### src/rtl/iqs_pkg.sv
package iqs_pkg;

  // What the serial outputs show during the current bit period.
  typedef enum logic [2:0] {
    BK_IDLE  = 3'd0,
    BK_SYNC  = 3'd1,
    BK_DATA  = 3'd2,
    BK_GUARD = 3'd3,
    BK_TAIL  = 3'd4
  } bitKind_e;

  // Strobes from the slot control to the shift datapath.
  typedef struct packed {
    logic     slotLoad;  // slot opens: capture words, load I
    logic     advance;   // bit boundary: update output enables
    logic     loadQ;     // Q frame starts: reload shifter
    logic     shift;     // next data bit
    bitKind_e nextKind;  // kind of the bit about to be shown
  } pathCtl_t;

endpackage

### src/rtl/iqs_slot_timer.sv
module iqs_slot_timer #(
  parameter int WORD_W  = 32,
  parameter int DECIM_W = 12,
  parameter int RATE_W  = 8,
  parameter int LEN_W   = 6
) (
  input  logic               clk,
  input  logic               rstN,
  input  logic [DECIM_W-1:0] decimFactor,
  input  logic [RATE_W-1:0]  rateField,
  input  logic [LEN_W-1:0]   wordLen,
  input  logic               iqMode,
  output logic [LEN_W-1:0]   effLen,
  output logic               slotStart,
  output logic               slotErr
);

  localparam int MIN_LEN = 4;
  localparam int SLOT_W  = LEN_W + 2;
  localparam int NEED_W  = RATE_W + 1 + SLOT_W;
  localparam int AVAIL_W = DECIM_W + 2;
  localparam int CMP_W   = (NEED_W > AVAIL_W) ? NEED_W : AVAIL_W;

  logic [DECIM_W-1:0] effR;
  logic [DECIM_W-1:0] decimCnt;
  logic               decimStrobe;
  logic [1:0]         firPhase;
  logic [SLOT_W-1:0]  slotLen;
  logic [RATE_W:0]    rateP1;
  logic [CMP_W-1:0]   needClks;
  logic [CMP_W-1:0]   availClks;

  assign effR = (decimFactor == '0) ? DECIM_W'(1) : decimFactor;

  always_comb begin
    if (wordLen < LEN_W'(MIN_LEN))      effLen = LEN_W'(MIN_LEN);
    else if (wordLen > LEN_W'(WORD_W))  effLen = LEN_W'(WORD_W);
    else                                effLen = wordLen;
  end

  // First-stage decimation counter: preload R-1, strobe at zero.
  assign decimStrobe = (decimCnt == '0);
  // Fourth strobe of each group opens a slot (complex FIR decimates by 4).
  assign slotStart   = decimStrobe && (firPhase == 2'd3);

  // Fit check: (rate+1) * slot length against 4R sample clocks.
  assign slotLen   = (SLOT_W'(effLen) + SLOT_W'(2)) * (iqMode ? SLOT_W'(2) : SLOT_W'(1))
                     + SLOT_W'(1);
  assign rateP1    = {1'b0, rateField} + 1'b1;
  assign needClks  = CMP_W'(rateP1) * CMP_W'(slotLen);
  assign availClks = CMP_W'({effR, 2'b00});

  always_ff @(posedge clk) begin
    if (!rstN) begin
      decimCnt <= effR - 1'b1;
      firPhase <= 2'd0;
      slotErr  <= 1'b0;
    end else begin
      decimCnt <= decimStrobe ? (effR - 1'b1) : (decimCnt - 1'b1);
      if (decimStrobe) firPhase <= firPhase + 2'd1;
      slotErr <= (needClks > availClks);
    end
  end

  // Independent spacing counter for the slot-period check.
  logic [AVAIL_W-1:0] sinceSlot;
  logic [AVAIL_W-1:0] periodM1;
  assign periodM1 = {effR, 2'b00} - AVAIL_W'(1);

  always_ff @(posedge clk) begin
    if (!rstN)          sinceSlot <= '0;
    else if (slotStart) sinceSlot <= '0;
    else                sinceSlot <= sinceSlot + 1'b1;
  end

  assert_slot_period_R2: assert property (@(posedge clk) disable iff (!rstN)
    slotStart |-> (sinceSlot == periodM1));

  assert_err_zero_rate_R7: assert property (@(posedge clk) disable iff (!rstN)
    (rateField == '0 && availClks >= CMP_W'(slotLen)) |=> !slotErr);

endmodule

### src/rtl/iqs_slot_ctrl.sv
module iqs_slot_ctrl
  import iqs_pkg::*;
#(
  parameter int RATE_W = 8,
  parameter int LEN_W  = 6
) (
  input  logic              clk,
  input  logic              rstN,
  input  logic              slotStart,
  input  logic [RATE_W-1:0] rateField,
  input  logic [LEN_W-1:0]  effLen,
  input  logic              iqMode,
  output logic              serClk,
  output pathCtl_t          ctl
);

  bitKind_e          kind, nKind;
  logic [RATE_W-1:0] divCnt, nDiv;
  logic [LEN_W-1:0]  pos, nPos;
  logic              wordSel, nWordSel;
  logic              bitEnd;
  logic              adv, loadQ, doShift;
  logic [RATE_W+1:0] halfHi;
  logic              nSerClk;

  assign bitEnd = (kind != BK_IDLE) && (divCnt == rateField);
  assign halfHi = ({2'b00, rateField} + (RATE_W+2)'(2)) >> 1;

  always_comb begin
    nKind    = kind;
    nPos     = pos;
    nWordSel = wordSel;
    adv      = 1'b0;
    loadQ    = 1'b0;
    doShift  = 1'b0;
    if (slotStart) begin
      adv      = 1'b1;
      nKind    = BK_SYNC;
      nWordSel = 1'b0;
      nPos     = '0;
    end else if (bitEnd) begin
      adv = 1'b1;
      case (kind)
        BK_SYNC: begin
          nKind = BK_DATA;
          nPos  = '0;
        end
        BK_DATA: begin
          if (pos == effLen - 1'b1) begin
            nKind = BK_GUARD;
          end else begin
            nPos    = pos + 1'b1;
            doShift = 1'b1;
          end
        end
        BK_GUARD: begin
          if (iqMode && !wordSel) begin
            nKind    = BK_SYNC;
            nWordSel = 1'b1;
            loadQ    = 1'b1;
          end else begin
            nKind = BK_TAIL;
          end
        end
        default: nKind = BK_IDLE;
      endcase
    end

    if (slotStart || kind == BK_IDLE || bitEnd) nDiv = '0;
    else                                        nDiv = divCnt + 1'b1;

    nSerClk = (nKind != BK_IDLE) && ({2'b00, nDiv} < halfHi);
  end

  always_ff @(posedge clk) begin
    if (!rstN) begin
      kind    <= BK_IDLE;
      divCnt  <= '0;
      pos     <= '0;
      wordSel <= 1'b0;
      serClk  <= 1'b0;
    end else begin
      kind    <= nKind;
      divCnt  <= nDiv;
      pos     <= nPos;
      wordSel <= nWordSel;
      serClk  <= nSerClk;
    end
  end

  assign ctl = '{slotLoad: slotStart, advance: adv, loadQ: loadQ,
                 shift: doShift, nextKind: nKind};

  assert_tail_closes_R4: assert property (@(posedge clk) disable iff (!rstN)
    (kind == BK_TAIL && bitEnd && !slotStart) |=> (kind == BK_IDLE && !serClk));

  assert_clk_low_idle_R1: assert property (@(posedge clk) disable iff (!rstN)
    (kind == BK_IDLE) |-> !serClk);

  assert_pos_bound_R6: assert property (@(posedge clk) disable iff (!rstN)
    (kind == BK_DATA) |-> (pos < effLen));

endmodule

### src/rtl/iqs_shift_path.sv
module iqs_shift_path
  import iqs_pkg::*;
#(
  parameter int WORD_W = 32,
  parameter int LEN_W  = 6
) (
  input  logic              clk,
  input  logic              rstN,
  input  pathCtl_t          ctl,
  input  logic [LEN_W-1:0]  effLen,
  input  logic              sampleValid,
  input  logic [WORD_W-1:0] sampleI,
  input  logic [WORD_W-1:0] sampleQ,
  output logic              serData,
  output logic              serSync
);

  logic [WORD_W-1:0] pendI, pendQ, holdQ, shReg;
  logic [LEN_W-1:0]  shAmt;
  logic              syncEn, dataEn;

  // Left-align the low effLen bits so the word MSB sits at the top.
  assign shAmt = LEN_W'(WORD_W) - effLen;

  always_ff @(posedge clk) begin
    if (!rstN) begin
      pendI  <= '0;
      pendQ  <= '0;
      holdQ  <= '0;
      shReg  <= '0;
      syncEn <= 1'b0;
      dataEn <= 1'b0;
    end else begin
      if (sampleValid) begin
        pendI <= sampleI;
        pendQ <= sampleQ;
      end
      if (ctl.slotLoad) begin
        shReg <= pendI << shAmt;
        holdQ <= pendQ;
      end else if (ctl.loadQ) begin
        shReg <= holdQ << shAmt;
      end else if (ctl.shift) begin
        shReg <= shReg << 1;
      end
      if (ctl.advance) begin
        syncEn <= (ctl.nextKind == BK_SYNC);
        dataEn <= (ctl.nextKind == BK_DATA);
      end
    end
  end

  assign serData = dataEn & shReg[WORD_W-1];
  assign serSync = syncEn;

  assert_frame_excl_R3: assert property (@(posedge clk) disable iff (!rstN)
    $onehot0({syncEn, dataEn}));

  assert_q_sync_R3: assert property (@(posedge clk) disable iff (!rstN)
    ctl.loadQ |=> (syncEn && !serData));

endmodule

### src/rtl/iq_slot_serializer.sv
module iq_slot_serializer
  import iqs_pkg::*;
#(
  parameter int WORD_W  = 32,
  parameter int DECIM_W = 12,
  parameter int RATE_W  = 8,
  parameter int LEN_W   = $clog2(WORD_W + 1)
) (
  input  logic               clk,
  input  logic               rstN,
  input  logic [DECIM_W-1:0] decimFactor,
  input  logic [RATE_W-1:0]  rateField,
  input  logic [LEN_W-1:0]   wordLen,
  input  logic               iqMode,
  input  logic               sampleValid,
  input  logic [WORD_W-1:0]  sampleI,
  input  logic [WORD_W-1:0]  sampleQ,
  output logic               serClk,
  output logic               serData,
  output logic               serSync,
  output logic               slotErr
);

  logic [LEN_W-1:0] effLen;
  logic             slotStart;
  pathCtl_t         ctl;

  iqs_slot_timer #(
    .WORD_W(WORD_W), .DECIM_W(DECIM_W), .RATE_W(RATE_W), .LEN_W(LEN_W)
  ) u_timer (
    .clk(clk), .rstN(rstN), .decimFactor(decimFactor), .rateField(rateField),
    .wordLen(wordLen), .iqMode(iqMode), .effLen(effLen),
    .slotStart(slotStart), .slotErr(slotErr)
  );

  iqs_slot_ctrl #(
    .RATE_W(RATE_W), .LEN_W(LEN_W)
  ) u_ctrl (
    .clk(clk), .rstN(rstN), .slotStart(slotStart), .rateField(rateField),
    .effLen(effLen), .iqMode(iqMode), .serClk(serClk), .ctl(ctl)
  );

  iqs_shift_path #(
    .WORD_W(WORD_W), .LEN_W(LEN_W)
  ) u_path (
    .clk(clk), .rstN(rstN), .ctl(ctl), .effLen(effLen),
    .sampleValid(sampleValid), .sampleI(sampleI), .sampleQ(sampleQ),
    .serData(serData), .serSync(serSync)
  );

  assert_data_on_rise_R9: assert property (@(posedge clk) disable iff (!rstN)
    !$stable({serData, serSync}) |-> ($rose(serClk) || rateField == '0 || $past(slotStart)));

endmodule

### config.mk
export PLATFORM = sky130hd
export DESIGN_NAME = iq_slot_serializer
export DESIGN_NICKNAME = d
export VERILOG_FILES = /design/src/rtl/iqs_pkg.sv /design/src/rtl/iqs_slot_timer.sv /design/src/rtl/iqs_slot_ctrl.sv /design/src/rtl/iqs_shift_path.sv /design/src/rtl/iq_slot_serializer.sv
export SDC_FILE = /design/constraint.sdc
export NUM_CORES = 1
export LEC_CHECK = 0
export BUFFER_PORTS_ARGS = -buffer_cell sky130_fd_sc_hd__clkbuf_2
export CAP_MARGIN = 20
export CORE_MARGIN = 5
export CORE_UTILIZATION = 35
export DETAILED_ROUTE_END_ITERATION = 12
export PLACE_DENSITY = 0.53
export SYNTH_ARGS = -nofsm -noshare
export SYNTH_HDL_FRONTEND = slang
export SYNTH_SLANG_ARGS = --single-unit
export TNS_END_PERCENT = 20
### constraint.sdc
create_clock -name clk -period 11 [get_ports clk]
set_input_delay 1.1 -clock clk [delete_from_list [all_inputs] [get_ports clk]]
set_output_delay 1.1 -clock clk [all_outputs]
set_load 0.01 [all_outputs]
Word level (Yosys, flattened, before mapping)
Index checks and enable logic that the tools add are counted.
{ "word_totals": {"register_bits": 164, "latchBits": 0, "ramBits": 0, "rom_bits": 0, "output_inout_bits": 4, "memories": 0} }
{ "op_classes": {"add_sub_neg": 11, "multipliers": 2, "div": 0, "magnitude_cmp": 4, "n_eq_ne": 9, "n_shift": 2, "muxes": 27, "bitwise_logic": 2, "reduce_logical": 17} }
{ "ops": {"columns": ["op", "count"], "rows": [
  ["2-to-1 mux 32 bit", 3],
  ["left shift 32 x 6 -> 32 bit", 2],
  ["2-to-1 mux 12 bit", 3],
  ["logical NOT 12 bit", 2],
  ["subtractor 12 x 1 -> 12 bit (second input constant)", 2],
  ["2-to-1 mux 6 bit", 3],
  ["greater-than comparator 17 x 14 -> 1 bit", 1],
  ["multiplier 9 x 8 -> 17 bit", 1],
  ["adder 8 x 1 -> 8 bit (second input constant)", 2],
  ["2-to-1 mux 3 bit", 4],
  ["one-hot mux 6 bit (2 select lines)", 1],
  ["2-to-1 mux 1 bit", 10],
  ["adder 8 x 1 -> 9 bit (second input constant)", 1],
  ["adder 8 x 2 -> 9 bit (second input constant)", 1],
  ["== test 3 x 2 -> 1 bit (second input constant)", 3],
  ["< comparator 8 x 9 -> 1 bit", 1],
  ["one-hot mux 3 bit (3 select lines)", 1],
  ["nonzero test 3 bit", 3],
  ["== test 8 bit", 1],
  ["multiplier 8 x 8 -> 8 bit", 1],
  ["2-to-1 mux 8 bit", 1],
  ["adder 6 x 2 -> 7 bit (second input constant)", 1],
  ["adder 6 x 1 -> 6 bit (second input constant)", 1],
  ["== test 3 x 1 -> 1 bit (second input constant)", 2],
  ["18 further kinds", 23]
]} }

Longest topological paths before layout
Gate-level depths: netlist (run 1).
{ "depth": {"depth_word": 12, "mapped_depth": 37, "ltp_nobuf": 35} }

Modules after synthesis
A second synthesis (run 1) with hierarchy kept.
{ "hier_totals": {"hier_cells": 1601, "area_unflattened_um2": 14204.9} }
{ "by_module_without_submodules": {"columns": ["module", "n_inst", "cells_each", "area_each_um2", "seq_area_each_um2"], "rows": [
  ["iqs_shift_path", 1, 895, 8628.3, 2602.5],
  ["iqs_slot_timer", 1, 511, 4032.6, 300.3],
  ["iqs_slot_ctrl", 1, 195, 1544.0, 380.4]
]} }

Worst setup path before layout (run 1)
OpenSTA, ideal clock, no wires.
{ "synth_path": {"path_kind": "input port to flip-flop", "from": "input port wordLen[4]", "to": "register u_timer.slotErr", "setup_time_ns": 0.133, "t_arrival_ns": 8.208, "required_time_ns": 10.867, "slack_ns": 2.659, "cell_stages": 33, "path_buffers": 1, "path_cell_list": "buf_4 or3_1 nand3_1 inv_1 ha_1 a31oi_1 nor2_1 ha_1 inv_1 nor4_1 nor2_1 xor2_1 or2_2 fa_1 fa_1 inv_1 fa_1 inv_1 fa_1 inv_1 ha_1 o21a_1 o21a_1 a2111oi_0 nor2_1 xor2_1 ha_1 and3_1 nand3_1 nor3_1 o21ai_0 a21oi_1 a31oi_1"} }
{ "synth_between": {"elab_chain_len": 8} }
{ "synth_rtl": {"columns": ["element", "line_no", "source"], "rows": [
  ["start: declaration", "iq_slot_serializer.sv:13", "input logic [LEN_W-1:0] wordLen,"],
  ["greater-than comparator 6 bit", "iqs_slot_timer.sv:37", "else if (wordLen > LEN_W'(WORD_W)) effLen = LEN_W'(WORD_W);"],
  ["2-to-1 mux 6 bit", "iqs_slot_timer.sv:37", null],
  ["2-to-1 mux 6 bit (*)", "iqs_slot_timer.sv:36", "if (wordLen < LEN_W'(MIN_LEN)) effLen = LEN_W'(MIN_LEN);"],
  ["adder 6 x 2 -> 7 bit (*)", "iqs_slot_timer.sv:47", "assign slotLen = (SLOT_W'(effLen) + SLOT_W'(2)) * (iqMode ? SLOT_W'(2) : SLOT_W'(1))"],
  ["multiplier 8 x 8 -> 8 bit (*)", "iqs_slot_timer.sv:47", null],
  ["adder 8 x 1 -> 8 bit (*)", "iqs_slot_timer.sv:48", "+ SLOT_W'(1);"],
  ["multiplier 9 x 8 -> 17 bit (*)", "iqs_slot_timer.sv:50", "assign needClks = CMP_W'(rateP1) * CMP_W'(slotLen);"],
  ["greater-than comparator 17 x 14 -> 1 bit (*)", "iqs_slot_timer.sv:61", "slotErr <= (needClks > availClks);"],
  ["end signal: assignment", "iqs_slot_timer.sv:61", null],
  ["end: declaration", "iqs_slot_timer.sv:15", "output logic slotErr"]
]} }
Every way passes the cells marked *; elsewhere a longest branch is shown, timed or not.
A chain may end at the register's enable or synchronous reset.

Worst setup path after layout (run 1)
Same ends and word-level chain as after synthesis.

==> results of run 1 <==
-- routing by layer --
| layer | up-vias | track usage, % | part of all wire (%) |
|---|---|---|---|
| met2 | 368 | 27.1 | 45 |
| met3 | 81 | 2.74 | 5.1 |
| li1 | 5631 | - | - |
| met5 | - | 0 | 0 |
| met1 | 5623 | 24.5 | 47 |
| met4 | 0 | 6.66 | 3.2 |
-- report_power, final --
group          internal, W  switching [W]  total (W)
combinational     0.000383       0.000510   0.000893
sequential        0.000615      0.0000198   0.000635
clock             0.000370       0.000276   0.000646
total              0.00137       0.000806    0.00217
-- cell families (layout without fill, tap and decap cells) --
group / count (synthesis) / after routing
AND/OR/NAND/NOR: 515 / 515
AO/OA/AOI/OAI: 303 / 303
multiplexers: 199 / 199
buffers and inverters: 189 / 236
flip-flops: 164 / 164
adder cells (fa/ha/maj): 112 / 112
XOR/XNOR: 76 / 76
other: 1 / 2
-- final cells by class --
type                       instances  area (um2)
tap                              518         648
timing repair buffer             109         578
sequential                       164        3280
antenna                            1        2.50
inverter                          95         367
fill                            3992       23600
clock inverter                    14         185
multi-input combinational       1206        9610
clock buffer                      18         439
-- final timing paths --
path,endpoint,slack [ns]
worst max-delay path,u_timer.slotErr,2.13
worst min-delay path,u_path.holdQ[31],0.46
worst max register to register,u_path.shReg[31],7.12
worst min register to register,u_path.holdQ[31],0.46
-- synthesized netlist by cell type (all sizes together) (6+ instances only) --
cell	number	area, um2
nand2	171	642
nor2	169	653
dfxtp	164	3280
mux2i	125	1250
a21oi	105	526
inv	94	360
ha	70	876
mux4	62	1440
o21ai	59	295
clkbuf	54	209
fa	42	841
buf	39	278
xnor2	39	349
nand3	36	180
xor2	36	323
nor3	34	196
a211oi	24	185
a31oi	21	131
and2	20	125
a22oi	16	125
and3	16	100
nor2b	16	100
nor4	13	118
mux2	12	135
nand2b	10	70.1
nand4	9	62.6
o211ai	9	67.6
o21a	7	52.6
a21o	6	45.0
o22ai	6	43.8
-- through the flow --
stage | total power (W) | worst slack, ns
6_report | 0.00217 | 2.13
5_1_grt | 0.00234 | 1.66
4_1_cts | 0.00220 | 2.20
3_5_place_dp | 0.00154 | 1.74
3_3_place_gp | 0.00154 | 1.94
2_1_floorplan | 0.00134 | 2.66
-- worst max-delay path, delay by kind of cell --
family	cells	cell delay, ns
xor+xnor	2	0.77
compound gates	7	1.56
simple gates	10	2.01
fa+ha+maj	8	3.21
buf+inv	6	0.49
-- registers in the layout, summed over array words and instances, names as in the netlist --
register	cells
u_ctrl.divCnt	8
u_ctrl.kind	3
u_ctrl.pos	6
u_ctrl.serClk	1
u_ctrl.wordSel	1
u_path.dataEn	1
u_path.holdQ	32
u_path.pendI	32
u_path.pendQ	32
u_path.serSync	1
u_path.shReg	32
u_timer.decimCnt	12
u_timer.firPhase	2
u_timer.slotErr	1
==> results.md, run 1 <==
* Depth of the CTS H-tree at 4
* Yosys warnings at 0
* Highest-count cells in the layout ignoring fill and taps: nand2_1, nor2_1, dfxtp_1
* Effective utilization at floorplan at 35.4%
* Worst hold slack after final layout at 0.458 ns
* Number of max-cap violations at 0
* Proportion of synthesized chip area in sequential cells at 23.9%
* Worst Reg-to-Reg Cells at 8
* Worst hold path class: flip-flop to flip-flop
* Maximum vdd drop at ~110 uV
* Number of standard cells in the final layout excluding fillers at ~2100
* Achievable Freq at 0.113 GHz
* Signal arrival time at the worst endpoint at 9.18 ns
* Proportion of synthesized area in mux cells at 20.6%
* Fraction of synthesized cell area in xor and xnor cells at a little over 5%
* Ports at 98
* Row Count at a little over 70
* Fraction of registers with async set or reset after synthesis at 0%
* Number of synthesized flops with an enable pin at 0
* Routed wirelength normalized by instance count at 18.1 um
* Cell area after synthesis at 13700 um2
* Final worst path period share at about four fifths
* Total Nets Final at 1799
* Cts-stage hold buffer count at 0
* Crit Path Max Fanout at 9
* Post-synthesis average cell area at 8.80 um2
* Count of port buffers added during placement at 97
* Number of antenna-violating nets in the routed design at 0
* # placed instances at 2092
* Number of nets in the synthesized netlist at roughly 1800
* Crit end category: flip-flop
* Most common library cell in the layout ignoring fill and taps: nand2_1
* Latest clock arrival within the worst-skew pair at 0.45 ns
* Launch instance of the worst min-delay path: u_path.holdQ[31]
* Clock sink total at 164
* Final Util at 39.0%
* Clock buffers created by TritonCTS at 17
* Buffer cell driving the clock tree root: clkbuf_16
* CP max stage delay at 0.60 ns
* Post-synth cell types at 95
* Final Setup Violations at 0
* Vias per Instance at 5.51
* Initial DRT Pass Iterations at 6
* Final-layout setup total negative slack at 0 ns
* Maximum buffer depth of the clock tree at 2
* Cell at the slowest stage of the critical path: xor2_1
* DRC marker count from the first detailed-route iteration at 940
* Chip height at around 210 um
* Synthesized-area fraction occupied by ao, oa, aoi and oai cells at 14.0%
* Vias in the first global route at roughly 11000
* DPL Wire Length at between 20000 and 30000 um
* Largest net degree at the start of global routing at 79
* Crit. Startpoint: wordLen[4]
* Vias at 11700
* Result of the run: finished clean
* Sort of element at the start of the critical path: input port
* Ratio of total power to cell area at 144 nW/um2
* Cell area after layout at 15100 um2
* Setup fix buffers added after clock tree synthesis at 0
* Tightest Pin Transition at about 1.1 ns
* Minimum clock period after layout at 8.87 ns
* Static Leak at roughly 6.3 nW
* Unrepaired setup endpoints after global routing: no
* Growth of design area from synthesis to finish at 10.2%
* Fin. Hold Viols at 0
* Number of gates given a new drive strength after cts at 0
* Antenna violations before repair at 0
* Overall routed net length at 38500 um
* Critical register-to-register path startpoint: u_ctrl.divCnt[1]
* Primary flip-flop cell chosen by synthesis mapping: dfxtp_1
* Die X at 208 um
* Global placement routability congestion at 0.907
* Total gr overflow at 0
* Clock Skew at 0.0194 ns
* Kind of critical path: input port to flip-flop
* Area after detailed placement at 14500 um2
* Die area at 43200 um2
* Area fraction in and, or, nand and nor cells after synthesis at 17.6%
* Clk pin slew, worst setup/hold paths at 0.08 ns
* Count of mapped cells out of synthesis at about 1600
* Clock tree from TritonCTS: done
* Slew Viols, Final at 0
* Max-slew headroom at the worst pin at 28.4%
* Area share of fa/ha/maj cells after synthesis at 12.5%
* Global Route Usage Sum at around 17%
* Wire length of the first global-routing pass at 62200 um
* Main combinational cell family by area after synthesis: multiplexers
* Crit-path most repeated cell: inv_1
* Fraction of final layout cells sized beyond drive strength 1 at 14.7%
* Required time worst endpoint at 11.31 ns
* Placeable core region at 38700 um2
* DR DRC count at 0
* Register bit count reported by yosys at 164
* Cells on Worst Hold Path at 2
Power figures use the tool's default switching activity.
==> run 2, diff against run 1 <==
==> constraint.sdc (replaced) <==
create_clock -name clk -period 8.4 [get_ports clk]
set_input_delay 0.84 -clock clk [delete_from_list [all_inputs] [get_ports clk]]
set_output_delay 0.84 -clock clk [all_outputs]
set_load 0.01 [all_outputs]
==> run 2 against run 1 <==
  * Design area is 0.16% higher
  * Non-clock buffer count is 14 higher
  * Worst hold slack worse by 0.0052 ns
  * Sequential share of layout area hardly changed
  * First-iteration DRC count is 10% lower
  * Global-route usage is 0.25 points lower
  * Flip-flop and latch count stayed put
  * Largest cell class unchanged
  * Largest power group unchanged
  * Highest routed layer unchanged
==> results.md, run 2 (synthesis results as in run 1) <==
* Result of the run: finished clean (unchanged)
* Routed wirelength normalized by instance count at 17.7 um (was 18.1 um)
* Cell area after layout at 15100 um2 (about the same)
* Largest net degree at the start of global routing at 88 (was 79)
* Signal arrival time at the worst endpoint at 8.18 ns (was 9.18 ns)
* Maximum vdd drop at 134 uV (was 106 uV)
* Crit Path Max Fanout at 4 (was 9)
* Number of antenna repair diodes at 0 (was 1)
* Vias at 11600 (was 11700)
* Maximum buffer depth of the clock tree at 2 (unchanged)
* Final Setup Violations at 0 (unchanged)
* Final worst path period share at 93.9%
* Placeable core region at 38700 um2 (unchanged)
* Tightest Pin Transition at 1.05 ns (was 1.07 ns)
* Final critical-path setup slack at 0.509 ns (was 2.13 ns)
* Buffer cell driving the clock tree root: clkbuf_16 (unchanged)
* Latest clock arrival within the worst-skew pair at 0.45 ns (about the same)
* Global placement routability congestion at 0.914 (was 0.907)
* Total gr overflow at 0 (unchanged)
* Most common library cell in the layout ignoring fill and taps: nand2_1 (unchanged)
* Number of standard cells in the final layout excluding fillers at 2137 (was 2125)
* Crit end category: flip-flop (unchanged)
* Clock sink total at 164 (unchanged)
* Ratio of total power to cell area at 182 nW/um2 (was 144 nW/um2)
* Minimum clock period after layout at 7.89 ns
* Final-layout setup total negative slack at 0 ns (unchanged)
* Total routed wire length on the met1 layer at 17900 um (about the same)
* Sort of element at the start of the critical path: input port (unchanged)
* Global Route Usage Sum at 17.2% (was 17.4%)
* Area after detailed placement at 14600 um2 (was 14500 um2)
* Setup fix buffers added after clock tree synthesis at 0 (unchanged)
* Antenna violations before repair at 0 (unchanged)
* Row Count at 72 (unchanged)
* Fin. Hold Viols at 0 (unchanged)
* Number of antenna-violating nets in the routed design at 0 (unchanged)
* Fraction of final layout cells sized beyond drive strength 1 at 15.4% (was 14.7%)
* Count of port buffers added during placement at 97 (unchanged)
* Clk pin slew, worst setup/hold paths at 0.07 ns (was 0.08 ns)
* Ports at 98 (unchanged)
* DR DRC count at 0 (unchanged)
* Kind of critical path: input port to flip-flop (unchanged)
* Chip height at 208 um (unchanged)
* Cell at the slowest stage of the critical path: fa_1 (was xor2_1)
* Initial DRT Pass Iterations at 5 (was 6)
* WL met2 at 16900 um (was 17400 um)
* Vias in the first global route at 11200 (was 11300)
* Total Nets Final at 1813 (was 1799)
* Slew Viols, Final at 0 (unchanged)
* Effective utilization at floorplan at 35.4% (unchanged)
* Growth of design area from synthesis to finish at 10.4% (was 10.2%)
* Crit-path most repeated cell: inv_1 (unchanged)
* Wire length of the first global-routing pass at 61400 um (was 62200 um)
* Max-slew headroom at the worst pin at 29.9% (was 28.4%)
* Required time worst endpoint at 8.69 ns (was 11.31 ns)
* Achievable Freq at roughly 0.13 GHz
* # placed instances at 2106 (was 2092)
* Pre-CTS WS at -0.0320 ns (was 1.74 ns)
* Unrepaired setup endpoints after global routing: no (unchanged)
* Worst hold path class: flip-flop to flip-flop (unchanged)
* Vias per Instance at 5.45 (was 5.51)
* Final Util at 39.1% (was 39.0%)
* Clock tree from TritonCTS: done (unchanged)
* Highest-count cells in the layout ignoring fill and taps: nand2_1, nor2_1, dfxtp_1 (unchanged)
* Clock buffers created by TritonCTS at 17 (unchanged)
* Die area at 43200 um2 (unchanged)
* CP max stage delay at 0.55 ns (was 0.60 ns)
* Die X at 208 um (unchanged)
* Number of max-cap violations at 0 (unchanged)
* DRC marker count from the first detailed-route iteration at 843 (was 940)
* Highest routed metal layer: met4 (unchanged)
* DPL Wire Length at 29000 um (about the same)
* Met3 wire length at 1900 um (was 1960 um)
* Depth of the CTS H-tree at 4 (unchanged)
* Overall routed net length at 37900 um (was 38500 um)
* Clock Skew at 0.0137 ns (was 0.0194 ns)
* Number of filler instances in the final layout at 4002 (was 3992)
* Static Leak at 6.31 nW (was 6.29 nW)
## run 2: report_power, final
| part | leakage, nW | internal, W | switching, W |
|---|---|---|---|
| combinational | 4.71 | 0.000509 | 0.000669 |
| clock | 0.262 | 0.000385 | 0.000354 |
| sequential | 1.34 | 0.000806 | 0.0000252 |
## run 2: cell type report
cell class,count,area [um2],share of cell area [%]
clock inverters,14,119,0.785
multi-input cells,1206,9610,63.5
flip-flops and latches,164,3280,21.7
clock buffers,17,425,2.81
well taps,518,648,4.28
inverters,95,367,2.42
repair buffers,123,683,4.51
## run 2: routing by layer
layer,global-route usage [%],up-vias
met2,26.3,312
met4,6.36,0
met5,0,-
met3,3.07,65
met1,24.3,5603
li1,-,5667
## run 2: stage by stage
stage | hold slack (ns) | power (W)
4_1_cts | 0.458 | 0.00278
2_1_floorplan | 0.429 | 0.00175
3_5_place_dp | 0.450 | 0.00202
3_3_place_gp | 0.444 | 0.00201
6_report | 0.452 | 0.00275
5_1_grt | 0.474 | 0.00296
## run 2: final timing paths
check,slack (ns),startpoint,to,cells after the start
worst max-delay path,0.51,wordLen[4],u_timer.slotErr,33
worst min-delay path,0.45,u_path.pendQ[5],u_path.holdQ[5],2
worst max register to register,4.62,u_timer.decimCnt[0],u_ctrl.serClk,11
worst min register to register,0.45,u_path.pendQ[5],u_path.holdQ[5],2
## run 2: what timing repair did
item,CTS,global route
hold buffers,0,0
endpoints found under the setup margin,0,1
gates resized for setup,0,1
## run 2: critical path: cells and delay by family
| kind | cells | cell delay, ns |
|---|---|---|
| buffers and inverters | 6 | 0.39 |
| adders and majority gates | 8 | 3.27 |
| AOI/OAI and AO/OA | 7 | 1.49 |
| xor gates and xnor gates | 2 | 0.33 |
| and+or+nand+nor | 10 | 1.87 |
==> run 3, diff against run 2 <==
--- a/config.mk
+++ b/config.mk
@@ -11,6 +11,7 @@
 export CORE_UTILIZATION = 35
 export DETAILED_ROUTE_END_ITERATION = 12
 export PLACE_DENSITY = 0.53
+export REMOVE_ABC_BUFFERS = 1
 export SYNTH_ARGS = -nofsm -noshare
 export SYNTH_HDL_FRONTEND = slang
 export SYNTH_SLANG_ARGS = --single-unit
==> run 3 against run 2 <==
  * Flip-flop and latch count stayed put
  * Cell count rose by 0.23%
  * Register-to-register slack worse by 0.25 ns
  * Clock skew is 0.0012 ns lower
  * Sequential share of layout area decreased by 0.14 points
  * Via count is 0.40% higher
  * Design area is 0.66% higher
  * Critical path depth up 1
  * Largest cell class unchanged
  * Highest routed layer unchanged
  * Non-clock buffer count grew 4
  * Die area stayed put
  * Worst hold slack improved by 0.00089 ns
==> results.md, run 3 (synthesis results as in run 1) <==
* Placeable core region at 38700 um2 (unchanged)
* Antenna violations before repair at 0 (unchanged)
* Area after detailed placement at 14600 um2 (about the same)
* Number of filler instances in the final layout at 4008 (was 4002)
* Most common library cell in the layout ignoring fill and taps: nand2_1 (unchanged)
* Result of the run: finished clean (unchanged)
* Slew Viols, Final at 0 (unchanged)
* Met2 track demand over resource at 28.9% (was 26.3%)
* Wire length of the first global-routing pass at 62800 um (was 61400 um)
* Global placement routability congestion at 0.889 (was 0.914)
* Static Leak at 6.37 nW (was 6.31 nW)
* Met3 routing resource usage after global routing at 3.04% (was 3.07%)
* Vias in the first global route at 11400 (was 11200)
* Crit-path most repeated cell: inv_1 (unchanged)
* Number of max-cap violations at 0 (unchanged)
* DPL Wire Length at 29300 um (was 29000 um)
* Minimum clock period after layout at 7.69 ns (was 7.89 ns)
* Grt peak-use layer: met2 (unchanged)
* Vias at 11700 (was 11600)
* Fraction of met1 tracks used by global routing at 24.2% (was 24.3%)
* Latest clock arrival within the worst-skew pair at 0.44 ns (was 0.45 ns)
* Cts-stage hold buffer count at 0 (unchanged)
* Clk pwr share at 28.9% (was 26.9%)
* Worst hold slack after final layout at 0.453 ns (was 0.452 ns)
* P_sw at 0.00107 W (was 0.00105 W)
* Worst Reg-to-Reg Cells at 11 (unchanged)
* DR DRC count at 0 (unchanged)
* Required time worst endpoint at 8.68 ns (was 8.69 ns)
* Reg power frac at 29.3% (was 30.2%)
* Tightest Pin Transition at 1.02 ns (was 1.05 ns)
* Ratio of total power to cell area at 186 nW/um2 (was 182 nW/um2)
* Crit Path Max Fanout at 5 (was 4)
* Final-layout setup total negative slack at 0 ns (unchanged)
* CP Depth at 34 (was 33)
* Maximum buffer depth of the clock tree at 2 (unchanged)
* DRC marker count from the first detailed-route iteration at 861 (was 843)
* Sort of element at the start of the critical path: input port (unchanged)
* Clock sink total at 164 (unchanged)
* Unrepaired setup endpoints after global routing: no (unchanged)
* Signal arrival time at the worst endpoint at 7.97 ns (was 8.18 ns)
* Vias per Instance at 5.46 (was 5.45)
* Final Setup Violations at 0 (unchanged)
* Number of antenna repair diodes at 0 (unchanged)
* Cell at the slowest stage of the critical path: fa_1 (unchanged)
* Cell area after layout at 15200 um2 (was 15100 um2)
* Effective utilization at floorplan at 35.4% (unchanged)
* Initial DRT Pass Iterations at 5 (unchanged)
* Int Pwr at 0.00177 W (was 0.00170 W)
* Clock Skew at 0.0126 ns (was 0.0137 ns)
* Routed wirelength normalized by instance count at 18.2 um (was 17.7 um)
* Family with the most delay on the worst path: adder cells (unchanged)
* Worst hold path class: flip-flop to flip-flop (unchanged)
* Buffer cell driving the clock tree root: clkbuf_16 (unchanged)
* Total Nets Final at 1817 (was 1813)
* Power Total at 0.00284 W (was 0.00275 W)
* Maximum vdd drop at 158 uV (was 134 uV)
* Crit end category: flip-flop (unchanged)
* Growth of design area from synthesis to finish at 11.1% (was 10.4%)
* CP max stage delay at 0.55 ns (about the same)
* Depth of the CTS H-tree at 4 (unchanged)
* Setup fix buffers added after clock tree synthesis at 0 (unchanged)
* Chip height at 208 um (unchanged)
* Clock buffers created by TritonCTS at 17 (unchanged)
* Combinational share of power at 41.8% (was 42.9%)
* Number of gates given a new drive strength after cts at 0 (unchanged)
* Largest net degree at the start of global routing at 90 (was 88)
* Cells on Worst Hold Path at 2 (unchanged)
* Die area at 43200 um2 (unchanged)
* Kind of critical path: input port to flip-flop (unchanged)
* Total gr overflow at 0 (unchanged)
* Achievable Freq at 0.130 GHz (was 0.127 GHz)
* Count of port buffers added during placement at 97 (unchanged)
* Max-slew headroom at the worst pin at 31.7% (was 29.9%)
* Row Count at 72 (unchanged)
* Highest-count cells in the layout ignoring fill and taps: nand2_1, nor2_1, dfxtp_1 (unchanged)
* Global Route Usage Sum at 17.7% (was 17.2%)
* Overall routed net length at 39000 um (was 37900 um)
* Die X at 208 um (unchanged)
* Clk pin slew, worst setup/hold paths at 0.07 ns (about the same)
* Fraction of final layout cells sized beyond drive strength 1 at 15.6% (was 15.4%)
* Clock tree from TritonCTS: done (unchanged)
* Combined buffer and inverter count along the critical path at 7 (was 6)
* Final worst path period share at 91.5% (was 93.9%)
* Number of antenna-violating nets in the routed design at 0 (unchanged)
* Switching portion of total power at 37.6% (was 38.2%)
* Worst setup slack for register-to-register paths at 4.37 ns (was 4.62 ns)
* Fin. Hold Viols at 0 (unchanged)
* Ports at 98 (unchanged)
run 3: changes by cell type in the layout (fill, tap and decap cells not counted):
cell / delta
clkinv_8: +1
clkbuf_1: +1
buf_12: +1
bufinv_16: +2
clkinv_4: +2
clkinvlp_4: -2
inv_8: -1
clkinv_2: -1
a2111oi_0: +1
buf_4: +3
o22a_2: +1
inv_6: -1
a2111oi_1: -1
o22a_1: -1
run 3: metrics by stage:
step | worst slack (ns) | instances | util (%)
floorplan | 0.421 | 1465 | -
global placement | 0.283 | 2109 | 37.7
detailed placement | 0.242 | 2110 | 37.8
CTS | 0.701 | 2142 | 39.3
global route | 0.101 | 2142 | 39.3
finish | 0.714 | 2142 | 39.3
run 3: final timing paths:
kind | startpoint | endpoint
setup / recovery | wordLen[3] | u_timer.slotErr
hold / removal | u_timer.firPhase[1] | u_timer.firPhase[1]
setup reg to reg | u_timer.decimCnt[0] | u_ctrl.serClk
hold reg to reg | u_timer.firPhase[1] | u_timer.firPhase[1]
run 3: final cells by class:
type | count | area, um2 | share of cell area (%)
multi-input cells | 1206 | 9610 | 63.1
flip-flops and latches | 164 | 3280 | 21.5
repair buffers | 127 | 726 | 4.76
well taps | 518 | 648 | 4.25
clock buffers | 18 | 429 | 2.82
inverters | 95 | 367 | 2.41
clock inverters | 14 | 173 | 1.13
run 3: worst min-delay path, cell delays in order (launching register included):
cell and delay (ns):
dfxtp_1 0.31, nand2_1 0.05, a21oi_1 0.05
run 3: routing by layer:
layer | vias up | routed length, um
li1 | 5660 | -
met5 | - | 0
met4 | 0 | 835
met2 | 309 | 18500
met1 | 5670 | 17700
met3 | 55 | 2060
run 3: power by group through the flow:
stage / registers, W / clock network (W) / logic, W
2_1_floorplan: 0.000841 / 0 / 0.000881
3_3_place_gp: 0.000848 / 0 / 0.00118
3_5_place_dp: 0.000848 / 0 / 0.00118
4_1_cts: 0.000830 / 0.000838 / 0.00120
5_1_grt: 0.000834 / 0.000870 / 0.00135
6_report: 0.000831 / 0.000821 / 0.00119
